## config.mk

```make
export PLATFORM = sky130hd
export DESIGN_NAME = sdr_refresh_pm
export DESIGN_NICKNAME = d
export VERILOG_FILES = /design/src/rtl/sdr_rpm_pkg.sv /design/src/rtl/sdr_rpm_dp.sv /design/src/rtl/sdr_rpm_ctrl.sv /design/src/rtl/sdr_refresh_pm.sv
export SDC_FILE = /design/constraint.sdc
export NUM_CORES = 1
export LEC_CHECK = 0
export BUFFER_PORTS_ARGS = -buffer_cell sky130_fd_sc_hd__buf_2
export CAP_MARGIN = 5
export CORE_UTILIZATION = 64
export DETAILED_ROUTE_END_ITERATION = 8
export PLACE_DENSITY = 0.95
export SLEW_MARGIN = 20
export SYNTH_ARGS = -nofsm -noshare
export SYNTH_HDL_FRONTEND = slang
export SYNTH_SLANG_ARGS = --single-unit
```

## constraint.sdc

```tcl
create_clock -name clk -period 4.4 [get_ports clk]
set_input_delay 0.66 -clock clk [delete_from_list [all_inputs] [get_ports clk]]
set_output_delay 0.66 -clock clk [all_outputs]
set_load 0.05 [all_outputs]
```

## src/rtl/sdr_rpm_pkg.sv

```systemverilog
package sdr_rpm_pkg;

  // Command the block places on the memory pins for the next cycle.
  typedef enum logic [1:0] {
    CMD_DESEL = 2'd0,
    CMD_NOP   = 2'd1,
    CMD_REF   = 2'd2   // auto-refresh with cke high, self-refresh with cke low
  } cmd_e;

  typedef enum logic [2:0] {
    ST_RUN    = 3'd0,
    ST_SELF   = 3'd1,
    ST_BURST  = 3'd2,
    ST_PDOWN  = 3'd3,
    ST_PDEXIT = 3'd4
  } pm_state_e;

  // Strobes from the sequencer to the counters and pin registers.
  typedef struct packed {
    logic debtHold;
    logic reqOpen;
    logic waitLoadTrc;
    logic waitLoadTcka;
    logic burstLoad;
    logic burstDec;
    logic pdTimerRun;
    logic ckeNext;
    cmd_e cmdSel;
  } pm_strobe_t;

  // {csN, rasN, casN, weN}
  function automatic logic [3:0] cmdPins(cmd_e c);
    case (c)
      CMD_NOP: return 4'b0111;
      CMD_REF: return 4'b0001;
      default: return 4'b1111;
    endcase
  endfunction

endpackage

```

## src/rtl/sdr_rpm_dp.sv

```systemverilog
module sdr_rpm_dp
  import sdr_rpm_pkg::*;
#(
  parameter int REF_INTERVAL = 1560,
  parameter int BURST_COUNT  = 1024,
  parameter int DEBT_MAX     = 8,
  parameter int URGENT_LEVEL = 4,
  parameter int TRC_W        = 8,
  parameter int TCKA_W       = 4,
  parameter int PD_W         = 16
) (
  input  logic              clk,
  input  logic              rstN,
  input  pm_strobe_t        stb,
  input  logic              refAck,
  input  logic [TRC_W-1:0]  trcCycles,
  input  logic [TCKA_W-1:0] tckaCycles,
  input  logic [PD_W-1:0]   pdMaxCycles,
  output logic              debtZero,
  output logic              waitZero,
  output logic              burstDone,
  output logic              pdCapHit,
  output logic              refReq,
  output logic              refUrgent,
  output logic              cke,
  output logic [3:0]        cmdPinsQ
);

  localparam int IV_W    = (REF_INTERVAL > 1) ? $clog2(REF_INTERVAL) : 1;
  localparam int DEBT_W  = $clog2(DEBT_MAX + 1);
  localparam int BURST_W = $clog2(BURST_COUNT + 1);
  localparam int WAIT_W  = (TRC_W > TCKA_W) ? TRC_W : TCKA_W;

  // ---------------- refresh interval ----------------
  logic [IV_W-1:0] ivCnt;
  logic            tick;

  assign tick = (ivCnt == IV_W'(REF_INTERVAL - 1)) && !stb.debtHold;

  always_ff @(posedge clk or negedge rstN) begin
    if (!rstN)                     ivCnt <= '0;
    else if (stb.debtHold || tick) ivCnt <= '0;
    else                           ivCnt <= ivCnt + 1'b1;
  end

  // ---------------- refresh debt ----------------
  logic [DEBT_W-1:0] debtCnt;
  logic [DEBT_W:0]   debtSum;
  logic              ackOk;

  assign ackOk = refAck && (debtCnt != '0);

  always_comb begin
    debtSum = {1'b0, debtCnt} + {{DEBT_W{1'b0}}, tick} - {{DEBT_W{1'b0}}, ackOk};
  end

  always_ff @(posedge clk or negedge rstN) begin
    if (!rstN)                                     debtCnt <= '0;
    else if (stb.debtHold)                         debtCnt <= '0;
    else if (debtSum > (DEBT_W+1)'(DEBT_MAX))      debtCnt <= DEBT_W'(DEBT_MAX);
    else                                           debtCnt <= debtSum[DEBT_W-1:0];
  end

  assign debtZero  = (debtCnt == '0);
  assign refReq    = stb.reqOpen && !debtZero;
  assign refUrgent = stb.reqOpen && (debtCnt >= DEBT_W'(URGENT_LEVEL));

  // ---------------- recovery wait ----------------
  logic [WAIT_W-1:0] waitCnt;
  logic [WAIT_W-1:0] waitLoad;

  always_comb begin
    waitLoad = '0;
    if (stb.waitLoadTrc)
      waitLoad = (trcCycles == '0) ? '0 : WAIT_W'(trcCycles - 1'b1);
    else if (stb.waitLoadTcka)
      waitLoad = (tckaCycles == '0) ? '0 : WAIT_W'(tckaCycles - 1'b1);
  end

  always_ff @(posedge clk or negedge rstN) begin
    if (!rstN)                                waitCnt <= '0;
    else if (stb.waitLoadTrc || stb.waitLoadTcka) waitCnt <= waitLoad;
    else if (waitCnt != '0)                   waitCnt <= waitCnt - 1'b1;
  end

  assign waitZero = (waitCnt == '0);

  // ---------------- post-wake refresh train ----------------
  logic [BURST_W-1:0] burstLeft;

  always_ff @(posedge clk or negedge rstN) begin
    if (!rstN)                                burstLeft <= '0;
    else if (stb.burstLoad)                   burstLeft <= BURST_W'(BURST_COUNT);
    else if (stb.burstDec && burstLeft != '0) burstLeft <= burstLeft - 1'b1;
  end

  assign burstDone = (burstLeft == '0);

  // ---------------- power-down cap ----------------
  logic [PD_W-1:0] pdTimer;

  always_ff @(posedge clk or negedge rstN) begin
    if (!rstN)                pdTimer <= '0;
    else if (!stb.pdTimerRun) pdTimer <= '0;
    else if (pdTimer != '1)   pdTimer <= pdTimer + 1'b1;
  end

  assign pdCapHit = ({1'b0, pdTimer} + (PD_W+1)'(1)) >= {1'b0, pdMaxCycles};

  // ---------------- pin registers ----------------
  always_ff @(posedge clk or negedge rstN) begin
    if (!rstN) begin
      cke      <= 1'b1;
      cmdPinsQ <= 4'b1111;
    end else begin
      cke      <= stb.ckeNext;
      cmdPinsQ <= cmdPins(stb.cmdSel);
    end
  end


  debt_cap_chk: assert property (@(posedge clk) disable iff (!rstN)
    debtCnt <= DEBT_W'(DEBT_MAX));


  ar_wait_chk: assert property (@(posedge clk) disable iff (!rstN)
    (stb.cmdSel == CMD_REF && stb.ckeNext) |-> (waitCnt == '0));

endmodule

```

## src/rtl/sdr_rpm_ctrl.sv

```systemverilog
module sdr_rpm_ctrl
  import sdr_rpm_pkg::*;
#(
  parameter int NUM_BANKS = 2
) (
  input  logic                 clk,
  input  logic                 rstN,
  input  logic [NUM_BANKS-1:0] bankIdle,
  input  logic                 sleepReq,
  input  logic                 pdReq,
  input  logic                 debtZero,
  input  logic                 waitZero,
  input  logic                 burstDone,
  input  logic                 pdCapHit,
  output pm_strobe_t           stb,
  output logic                 busHold
);

  pm_state_e state, nxt;

  always_comb begin
    stb         = '0;
    stb.ckeNext = 1'b1;
    stb.cmdSel  = CMD_DESEL;
    nxt         = state;
    case (state)
      ST_RUN: begin
        stb.reqOpen = 1'b1;
        if (sleepReq) begin
          // sleep outranks power-down; wait for every bank to go idle
          if (&bankIdle) begin
            nxt         = ST_SELF;
            stb.cmdSel  = CMD_REF;
            stb.ckeNext = 1'b0;
          end
        end else if (pdReq && debtZero) begin
          nxt         = ST_PDOWN;
          stb.ckeNext = 1'b0;
        end
      end
      ST_SELF: begin
        stb.debtHold = 1'b1;
        if (!sleepReq) begin
          nxt             = ST_BURST;
          stb.cmdSel      = CMD_NOP;
          stb.waitLoadTrc = 1'b1;
          stb.burstLoad   = 1'b1;
        end else begin
          stb.ckeNext = 1'b0;
        end
      end
      ST_BURST: begin
        stb.debtHold = 1'b1;
        if (waitZero) begin
          if (!burstDone) begin
            stb.cmdSel      = CMD_REF;
            stb.waitLoadTrc = 1'b1;
            stb.burstDec    = 1'b1;
          end else begin
            nxt = ST_RUN;
          end
        end else begin
          stb.cmdSel = CMD_NOP;
        end
      end
      ST_PDOWN: begin
        stb.pdTimerRun = 1'b1;
        if (!pdReq || pdCapHit) begin
          nxt              = ST_PDEXIT;
          stb.waitLoadTcka = 1'b1;
        end else begin
          stb.ckeNext = 1'b0;
        end
      end
      ST_PDEXIT: begin
        if (waitZero) nxt = ST_RUN;
      end
      default: nxt = ST_RUN;
    endcase
  end

  always_ff @(posedge clk or negedge rstN) begin
    if (!rstN) state <= ST_RUN;
    else       state <= nxt;
  end

  assign busHold = (state != ST_RUN);


  sleep_first_chk: assert property (@(posedge clk) disable iff (!rstN)
    (state == ST_RUN && sleepReq) |=> (state != ST_PDOWN));

endmodule

```

## src/rtl/sdr_refresh_pm.sv

```systemverilog
module sdr_refresh_pm
  import sdr_rpm_pkg::*;
#(
  parameter int NUM_BANKS    = 2,
  parameter int REF_INTERVAL = 1560,
  parameter int BURST_COUNT  = 1024,
  parameter int DEBT_MAX     = 8,
  parameter int URGENT_LEVEL = 4,
  parameter int TRC_W        = 8,
  parameter int TCKA_W       = 4,
  parameter int PD_W         = 16
) (
  input  logic                 clk,
  input  logic                 rstN,
  input  logic [NUM_BANKS-1:0] bankIdle,
  input  logic                 sleepReq,
  input  logic                 pdReq,
  input  logic                 refAck,
  input  logic [TRC_W-1:0]     trcCycles,
  input  logic [TCKA_W-1:0]    tckaCycles,
  input  logic [PD_W-1:0]      pdMaxCycles,
  output logic                 refReq,
  output logic                 refUrgent,
  output logic                 busHold,
  output logic                 cke,
  output logic                 csN,
  output logic                 rasN,
  output logic                 casN,
  output logic                 weN
);

  pm_strobe_t stb;
  logic       debtZero, waitZero, burstDone, pdCapHit;
  logic [3:0] pinsQ;

  sdr_rpm_ctrl #(.NUM_BANKS(NUM_BANKS)) u_ctrl (
    .clk       (clk),
    .rstN      (rstN),
    .bankIdle  (bankIdle),
    .sleepReq  (sleepReq),
    .pdReq     (pdReq),
    .debtZero  (debtZero),
    .waitZero  (waitZero),
    .burstDone (burstDone),
    .pdCapHit  (pdCapHit),
    .stb       (stb),
    .busHold   (busHold)
  );

  sdr_rpm_dp #(
    .REF_INTERVAL (REF_INTERVAL),
    .BURST_COUNT  (BURST_COUNT),
    .DEBT_MAX     (DEBT_MAX),
    .URGENT_LEVEL (URGENT_LEVEL),
    .TRC_W        (TRC_W),
    .TCKA_W       (TCKA_W),
    .PD_W         (PD_W)
  ) u_dp (
    .clk         (clk),
    .rstN        (rstN),
    .stb         (stb),
    .refAck      (refAck),
    .trcCycles   (trcCycles),
    .tckaCycles  (tckaCycles),
    .pdMaxCycles (pdMaxCycles),
    .debtZero    (debtZero),
    .waitZero    (waitZero),
    .burstDone   (burstDone),
    .pdCapHit    (pdCapHit),
    .refReq      (refReq),
    .refUrgent   (refUrgent),
    .cke         (cke),
    .cmdPinsQ    (pinsQ)
  );

  assign {csN, rasN, casN, weN} = pinsQ;


  sr_entry_idle_chk: assert property (@(posedge clk) disable iff (!rstN)
    ($fell(cke) && pinsQ == 4'b0001) |-> (&$past(bankIdle)));


  req_gate_chk: assert property (@(posedge clk) disable iff (!rstN)
    busHold |-> (!refReq && !refUrgent));


  cke_low_hold_chk: assert property (@(posedge clk) disable iff (!rstN)
    !cke |-> busHold);

endmodule

```

==> out/summary.txt, run 1 <==
worst reg-to-reg setup slack - 0.96 ns
Main synth FF type - dfrtp_1
Cell Area, Placed - 4010 um^2
largest net degree at the start of global routing - 37
TritonCTS buffer count - 5
via count - 3235
DP HPWL - 5980 um
Peak supply drop - 0.000337 V
starting density of the core - 67.4%
Syn Nets - 497
Hold Crit Class - primary input to async pin
post-synth top area share - 35.1%
Clk pwr share - 17.1%
path type of the worst setup path - flop to flop
Async S/R FF share, synth - 100%
R2R Path End - u_dp.waitCnt[2]
worst-path maximum fanout - 8
Die Height - 78.8 um
routed vias/inst - 5.99
sequential-to-total area share from yosys stat - 37.2%
Worst setup SP type - flop
H-tree lvl count - 2
Internal Pwr Total - 1.37 mW
CP Capture Point - u_dp.waitCnt[2]
Die Wd - 78.8 um
Max clock buf depth - 2
CTS tree - done
crit path time final - 3.44 ns
Slew Limit Headroom - 43.6%
Worst Path Required - 4.61 ns
CP bufs+invs - 0
EDFF count, synth - 0
CTS clock-pin slew for the worst setup and hold paths - 0.11 ns
Worst-Margin Slew - 0.843 ns
Worst setup EP type - flop
Max Cap Violations - 0
number of global-route vias before repair - 3188
I/O Buffers - 41
fin crit share - 78.2%
number of I/O pins - 43
First-pass DRT Iterations - 7
worst clock skew - 0.0110 ns
setup_tns - 0 ns
NumNets Final - 532
initial drt markers - 181
Final Setup Violations - 0
Max Slew Vio Count - 0
Layout Cell Area excl Fill - 4150 um^2
postcts setup bufs - 0
Yosys reg bits - 56
slowest cell on the critical path - dfrtp_1
status - finished clean
initial antenna violation count - 0
Syn. warnings - 0
post_cts resized - 0
Fmax - 291 MHz
WP data arrival - 3.65 ns
Rows - 27
Critical Path, Cell by Cell - nand4_1 > nor2_1 > nand3_1 > nor2_1 > and3_1 > xor2_1 > ha_1 > nand3_1 > nor3_1 > o2bb2ai_1 > o31ai_1 > a21oi_2 > a311o_1
Setup crit start - u_dp.pdTimer[4]
Crit path depth - 13
pwr/cell area - 571 nW/um^2
highest cell delay on the worst timing path - 0.43 ns
first-pass GRT wire length - 13600 um
die area - 6220 um^2
Seq pwr share - 34.3%
grt total ovfl - 0
RePlAce Congestion - 0.928
RSZ-0062 raised after global routing - false
clk sinks - 56
hold_buf cts - 0
Ant. Diodes - 0
root buf cell - clkbuf_8
Syn-to-layout area delta - 9.80%
Sw Ratio - 42.2%
Cell Area, Synth - 3780 um^2
largest cells by area after synthesis - dfrtp_1 (35%), ha_1 (9.6%), nor2_1 (5.5%)
FF-to-FF path depth - 13
Syn Area/Cell - 8.75 um^2
cell accounting for the most synthesized area - dfrtp_1
Fin. Hold Viols - 0
fraction of layout cells with a size suffix above 1 - 14.5%
family with the most delay on the worst path - simple AND/OR/NAND/NOR gates
Leak Pwr - 2.04 nW
final WL - 7980 um
clk_lat worst skew - 0.32 ns
GRT Util Overall - 27.5%
power share of the combinational group - 48.6%
synth unique cells - 60
Core ar. - 5610 um^2
# DRC - 0
Post-Synthesis Cells - 432
switching power - 1.00 mW
r2r startpoint - u_dp.pdTimer[4]
antenna-violating nets left - 0
routed len/inst - 14.8 um
-- kinds of logic after synthesis --
family | count (synthesis) | synth area share (%)
adder cells (fa/ha/maj) | 30 | 10.1
multiplexers | 4 | 1.06
other | 1 | 0.0992
AO/OA/AOI/OAI | 78 | 13.5
XOR/XNOR | 38 | 8.81
AND/OR/NAND/NOR | 167 | 23.0
flip-flops | 56 | 37.2
buffers and inverters | 58 | 6.23
-- cell usage in the layout (no fill, tap or decap), drive strengths merged, types with 4 or more instances in the layout --
cell / netlist / final
nor4: 4 / 4
xor2: 16 / 16
clkbuf: 8 / 5
mux2i: 4 / 4
or2: 4 / 4
xnor2: 22 / 22
nand2: 27 / 27
or4: 8 / 8
a21oi: 27 / 27
a21o: 5 / 5
nor3: 13 / 13
inv: 44 / 45
nand3: 18 / 18
a211oi: 4 / 4
ha: 29 / 29
nor2: 56 / 56
nor2b: 4 / 4
nand4: 7 / 7
nor3b: 5 / 5
buf: 6 / 42
dfrtp: 53 / 53
o21ai: 15 / 15
-- synth_stat cells (6+ instances only) --
master	count
xnor2_1	22
o21ai_0	15
nor3_1	13
nand4_1	7
clkbuf_1	8
nor2_1	55
xor2_1	16
ha_1	29
a21oi_1	26
nand2_1	27
or4_1	6
dfrtp_1	53
nand3_1	18
inv_1	44
-- how the worst min path moves through the flow --
stage | end | slack, ns
floorplan | u_ctrl.state[0] | 0.36
global placement | u_dp.ivCnt[0] | 0.44
detailed placement | u_dp.ivCnt[0] | 0.46
CTS | u_dp.burstLeft[0] | 0.29
global route | u_dp.burstLeft[0] | 0.30
finish | u_dp.burstLeft[0] | 0.28
-- layout make-up --
class                      count  area (um^2)
multi-input combinational    318         2140
fill                         399         1460
sequential                    56         1410
timing repair buffer          42          213
inverter                      44          165
tap                           72         90.1
clock buffer                   5         68.8
clock inverter                 3         68.8
-- routing by layer --
metal,part of all wire [%],global-route usage [%],vias up
met5,0,0,-
met4,1.4,8.36,0
met1,41,31.8,1554
met3,4.2,4.02,14
met2,53,52.0,93
li1,-,-,1574
-- flip-flops by register name (all words and copies together) (netlist names) --
register        flops
u_dp.burstLeft     11
u_dp.debtCnt        4
u_dp.cke            1
u_dp.cmdPinsQ       2
u_dp.pdTimer       16
u_dp.ivCnt         11
u_ctrl.state        3
u_dp.waitCnt        8
-- per-stage QoR --
step	total power, mW	cells	hold slack (ns)	utilization (%)	setup WS [ns]
4_1_cts	2.37	540	0.290	74.0	1.04
3_3_place_gp	1.88	532	0.445	71.5	1.23
6_report	2.37	540	0.280	74.0	0.958
2_1_floorplan	1.71	432	0.364	-	1.52
3_5_place_dp	1.96	532	0.462	71.5	1.08
5_1_grt	2.54	540	0.302	74.0	0.732
-- power groups by stage --
| stage | clock, mW | combinational [mW] | sequential, mW |
|---|---|---|---|
| 5_1_grt | 0.426 | 1.28 | 0.831 |
| 6_report | 0.405 | 1.15 | 0.813 |
| 3_5_place_dp | 0 | 1.14 | 0.821 |
| 2_1_floorplan | 0 | 0.912 | 0.798 |
| 3_3_place_gp | 0 | 1.07 | 0.809 |
| 4_1_cts | 0.409 | 1.15 | 0.811 |
Power figures use the tool's default switching activity.
==> run 2, diff against run 1 <==
- ABC_AREA: not set -> 1
- CORE_UTILIZATION: 64 -> 59
- PLACE_DENSITY: 0.95 -> 0.92
- clock period: 4.4 -> 3.3 ns (I/O delays scaled with it)
==> out/summary.txt, run 2 <==
number of flip-flops in the largest register - 16 (unchanged)
sequential-to-total area share from yosys stat - 35.7% (-1.5 points)
Core ar. - 6390 um^2 (+14%)
Critical Path, Cell by Cell - buf_4 > ha_4 > nand3_4 > nor3_4 > inv_1 > nor2_1 > inv_2 > nor2_2 > nand2_1 > o21ai_2 > inv_1 > ha_1 > nand2_1 > nor2_1 > nand4_1 > nor2_1 > nor2_1 > nand3_2 > nand3_4 > buf_4 > nand3_1 > nand2_1 > nand2_1 > inv_1
crit path time final - 3.10 ns (-0.341 ns)
final WL - 8530 um (+6.8%)
clk sinks - 56 (unchanged)
path type of the worst setup path - flop to flop
Most flops, register - u_dp.pdTimer
clk_lat worst skew - 0.31 ns (about the same)
CP Capture Point - u_dp.waitCnt[5]
largest cells by area after synthesis - dfrtp_1 (34%), nand2_1 (9.9%), inv_1 (9.4%)
Syn Nets - 584 (+18%)
Ant. Diodes - 0 (unchanged)
I/O Buffers - 41 (unchanged)
met3 Use GR - 4.55% (+0.53 points)
layout filler cell count - 481 (+21%)
Post-Synth Simple-Gate Area - 29.6% (+6.6 points)
commonest non-fill, non-tap cells in the layout - nand2_1 (104), inv_1 (98), nor2_1 (56)
GRT busiest layer - met2
grt total ovfl - 0 (unchanged)
met2 track demand over resource - 45.5% (-6.5 points)
Hold Crit Class - primary input to async pin
synth unique cells - 43 (-28%)
TritonCTS buffer count - 5 (unchanged)
Cell Area, Synth - 3930 um^2 (+4.1%)
Main synth FF type - dfrtp_1
DP Worst Slack - 0.216 ns (-0.867 ns)
# DRC - 0 (unchanged)
via count - 3534 (+9.2%)
root buf cell - clkbuf_8
Worst-Margin Slew - 0.622 ns (-0.221 ns)
Layout Cell Area excl Fill - 4400 um^2 (+6.1%)
number of global-route vias before repair - 3471 (+8.9%)
first-pass GRT wire length - 14500 um (+6.6%)
leading cell type in the layout, fill and taps excluded - nand2_1
antenna-violating nets left - 0 (unchanged)
Max Cap Violations - 0 (unchanged)
Seq pwr share - 33.8% (-0.5 points)
Die Wd - 83.7 um (+6.1%)
slowest cell on the critical path - dfrtp_1
R2R Path End - u_dp.waitCnt[5]
GRT Util Overall - 25.4% (-2.1 points)
fraction of layout cells with a size suffix above 1 - 17.2% (+2.6 points)
Worst Path Required - 3.51 ns (-1.10 ns)
mux cell area share after synthesis - 0% (-1.1 points)
top post-synthesis cells by count - nand2_1 (104), inv_1 (98), nor2_1 (56)
initial drt markers - 185 (+2.2%)
fin crit share - 94.0% (+16 points)
largest net degree at the start of global routing - 31 (-16%)
WP data arrival - 3.31 ns (-0.34 ns)
Cell Area, Placed - 4230 um^2 (+5.4%)
fin util - 68.9% (-5.1 points)
post-synthesis xor/xnor area fraction - 5.76% (-3.1 points)
DP HPWL - 6360 um (+6.3%)
Fin. Hold Viols - 0 (unchanged)
die area - 7000 um^2 (+13%)
Max Slew Vio Count - 0 (unchanged)
Leak Pwr - 2.46 nW (+21%)
First-pass DRT Iterations - 5 (-2)
CTS tree - done
Worst setup SP type - flop
power share of the combinational group - 53.5% (+4.9 points)
hold_buf cts - 0 (unchanged)
NumNets Final - 635 (+19%)
Post-Synthesis Cells - 519 (+20%)
routed len/inst - 13.2 um (-11%)
r2r startpoint - u_dp.pdTimer[0]
met1 Track Usage GR - 29.8% (-2.0 points)
Top Registers - u_dp.pdTimer (16), u_dp.burstLeft (11), u_dp.ivCnt (11)
Die Height - 83.7 um (+6.1%)
Async S/R FF share, synth - 100% (unchanged)
setup_tns - 0 ns (unchanged)
worst reg-to-reg setup slack - 0.20 ns (-0.76 ns)
Setup crit start - u_dp.pdTimer[0]
Peak supply drop - 0.000389 V (+15%)
Fmax - 322 MHz (+11%)
CTS clock-pin slew for the worst setup and hold paths - 0.10 ns (about the same)
main combinational cell family by area after synthesis - simple AND/OR/NAND/NOR gates
routed vias/inst - 5.45 (-9.0%)
Final Setup Violations - 0 (unchanged)
cell accounting for the most synthesized area - dfrtp_1
cell with the most instances after synthesis - nand2_1
Rows - 29 (+7.4%)
initial antenna violation count - 0 (unchanged)
Max clock buf depth - 2 (unchanged)
H-tree lvl count - 2 (unchanged)
status - finished clean
Sw Ratio - 47.1% (+4.8 points)
EDFF count, synth - 0 (unchanged)
Syn. warnings - 0 (unchanged)
worst clock skew - 0.00768 ns (-0.00334 ns)
FF-to-FF path depth - 24 (+11)
Slew Limit Headroom - 58.6% (+15 points)
Worst setup EP type - flop
pwr/cell area - 693 nW/um^2 (+21%)
highest cell delay on the worst timing path - 0.35 ns (-0.08 ns)
Yosys reg bits - 56 (unchanged)
Syn Area/Cell - 7.58 um^2 (-13%)
worst-path maximum fanout - 7 (-1)
Compound-Gate Fraction of Synth Area - 8.46% (-5.0 points)
starting density of the core - 61.6% (-5.8 points)
Clk pwr share - 12.7% (-4.4 points)
number of I/O pins - 43 (unchanged)
RePlAce Congestion - 0.917 (-1.2%)
Syn-to-layout area delta - 11.9%
Internal Pwr Total - 1.61 mW (+18%)
fin worst setup slack - 0.199 ns (-0.759 ns)
Synth Area in Adders - 9.73% (-0.40 points)
switching power - 1.44 mW (+43%)
post-synth top area share - 33.7% (-1.4 points)
[run 2: changes by cell type in the layout (fill, tap and decap cells not counted), moves of 5 or more]
cell	before	now
nand2_1	27	104
xnor2_1	22	7
buf_4	1	7
inv_1	44	98
inv_2	0	5
nor3_2	0	5
or4_1	6	0
[run 2: what timing repair did]
| item | CTS | global route |
|---|---|---|
| endpoints found under the setup margin | 0 | 9 |
| gates resized for setup | 0 | 8 |
| setup buffers | 0 | 5 |
[run 2: per-stage QoR]
stage / std cells / hold slack (ns) / total power [mW]
after floorplan: 519 / 0.199 / 2.22
after global placement: 635 / 0.446 / 2.50
after detailed placement: 635 / 0.464 / 2.59
after CTS: 643 / 0.213 / 2.99
after global routing: 648 / 0.228 / 3.29
final: 648 / 0.183 / 3.05
[run 2: power groups by stage]
| stage | Clock (mW) | Combinational, mW | Sequential [mW] |
|---|---|---|---|
| 4_1_cts | 0.386 | 1.58 | 1.03 |
| 5_1_grt | 0.419 | 1.82 | 1.05 |
| 3_3_place_gp | 0 | 1.48 | 1.03 |
| 6_report | 0.389 | 1.63 | 1.03 |
| 3_5_place_dp | 0 | 1.55 | 1.04 |
| 2_1_floorplan | 0 | 1.17 | 1.06 |
[run 2: worst max-delay path: cells and delay by family, from the launching register on]
family	cells	cell delay [ns]
compound gates	1	0.15
fa+ha+maj	2	0.44
buf+inv	6	0.55
flops	1	0.35
simple gates	15	1.52
[run 2: kinds of logic (layout without fill, tap and decap cells)]
logic type      after synthesis  count (layout)
buf+inv                     108             160
fa+ha+maj                    30              30
compound gates               60              60
other cells                   1               1
simple gates                239             239
flops                        56              56
xor+xnor                     25              25
[run 2: per-layer routing]
layer / vias up / share of wire [%] / routed length (um)
met5: - / 0 / 0
met3: 39 / 3.7 / 312
li1: 1739 / - / -
met2: 89 / 52 / 4420
met4: 0 / 3.3 / 278
met1: 1667 / 41 / 3520
[run 2: worst min-delay path by stage]
| stage | start | cells past startpoint | slack (ns) | end |
|---|---|---|---|---|
| 2_1_floorplan | rstN | 0 | 0.20 | u_ctrl.state[0] |
| 3_5_place_dp | u_dp.ivCnt[0] | 1 | 0.46 | u_dp.ivCnt[0] |
| 6_report | rstN | 1 | 0.18 | u_dp.debtCnt[0] |
| 4_1_cts | rstN | 1 | 0.21 | u_dp.debtCnt[0] |
| 5_1_grt | rstN | 1 | 0.23 | u_dp.debtCnt[0] |
| 3_3_place_gp | u_dp.ivCnt[0] | 1 | 0.45 | u_dp.ivCnt[0] |
[run 2: final cells by class]
cell class	instances	area [um^2]	share of cell area [%]
Sequential cell	56	1410	31.9
Timing Repair Buffer	48	258	5.86
Multi-Input combinational cell	355	2160	49.0
Tap cell	77	96.3	2.19
Clock buffer	8	90.1	2.05
Inverter	104	395	8.98
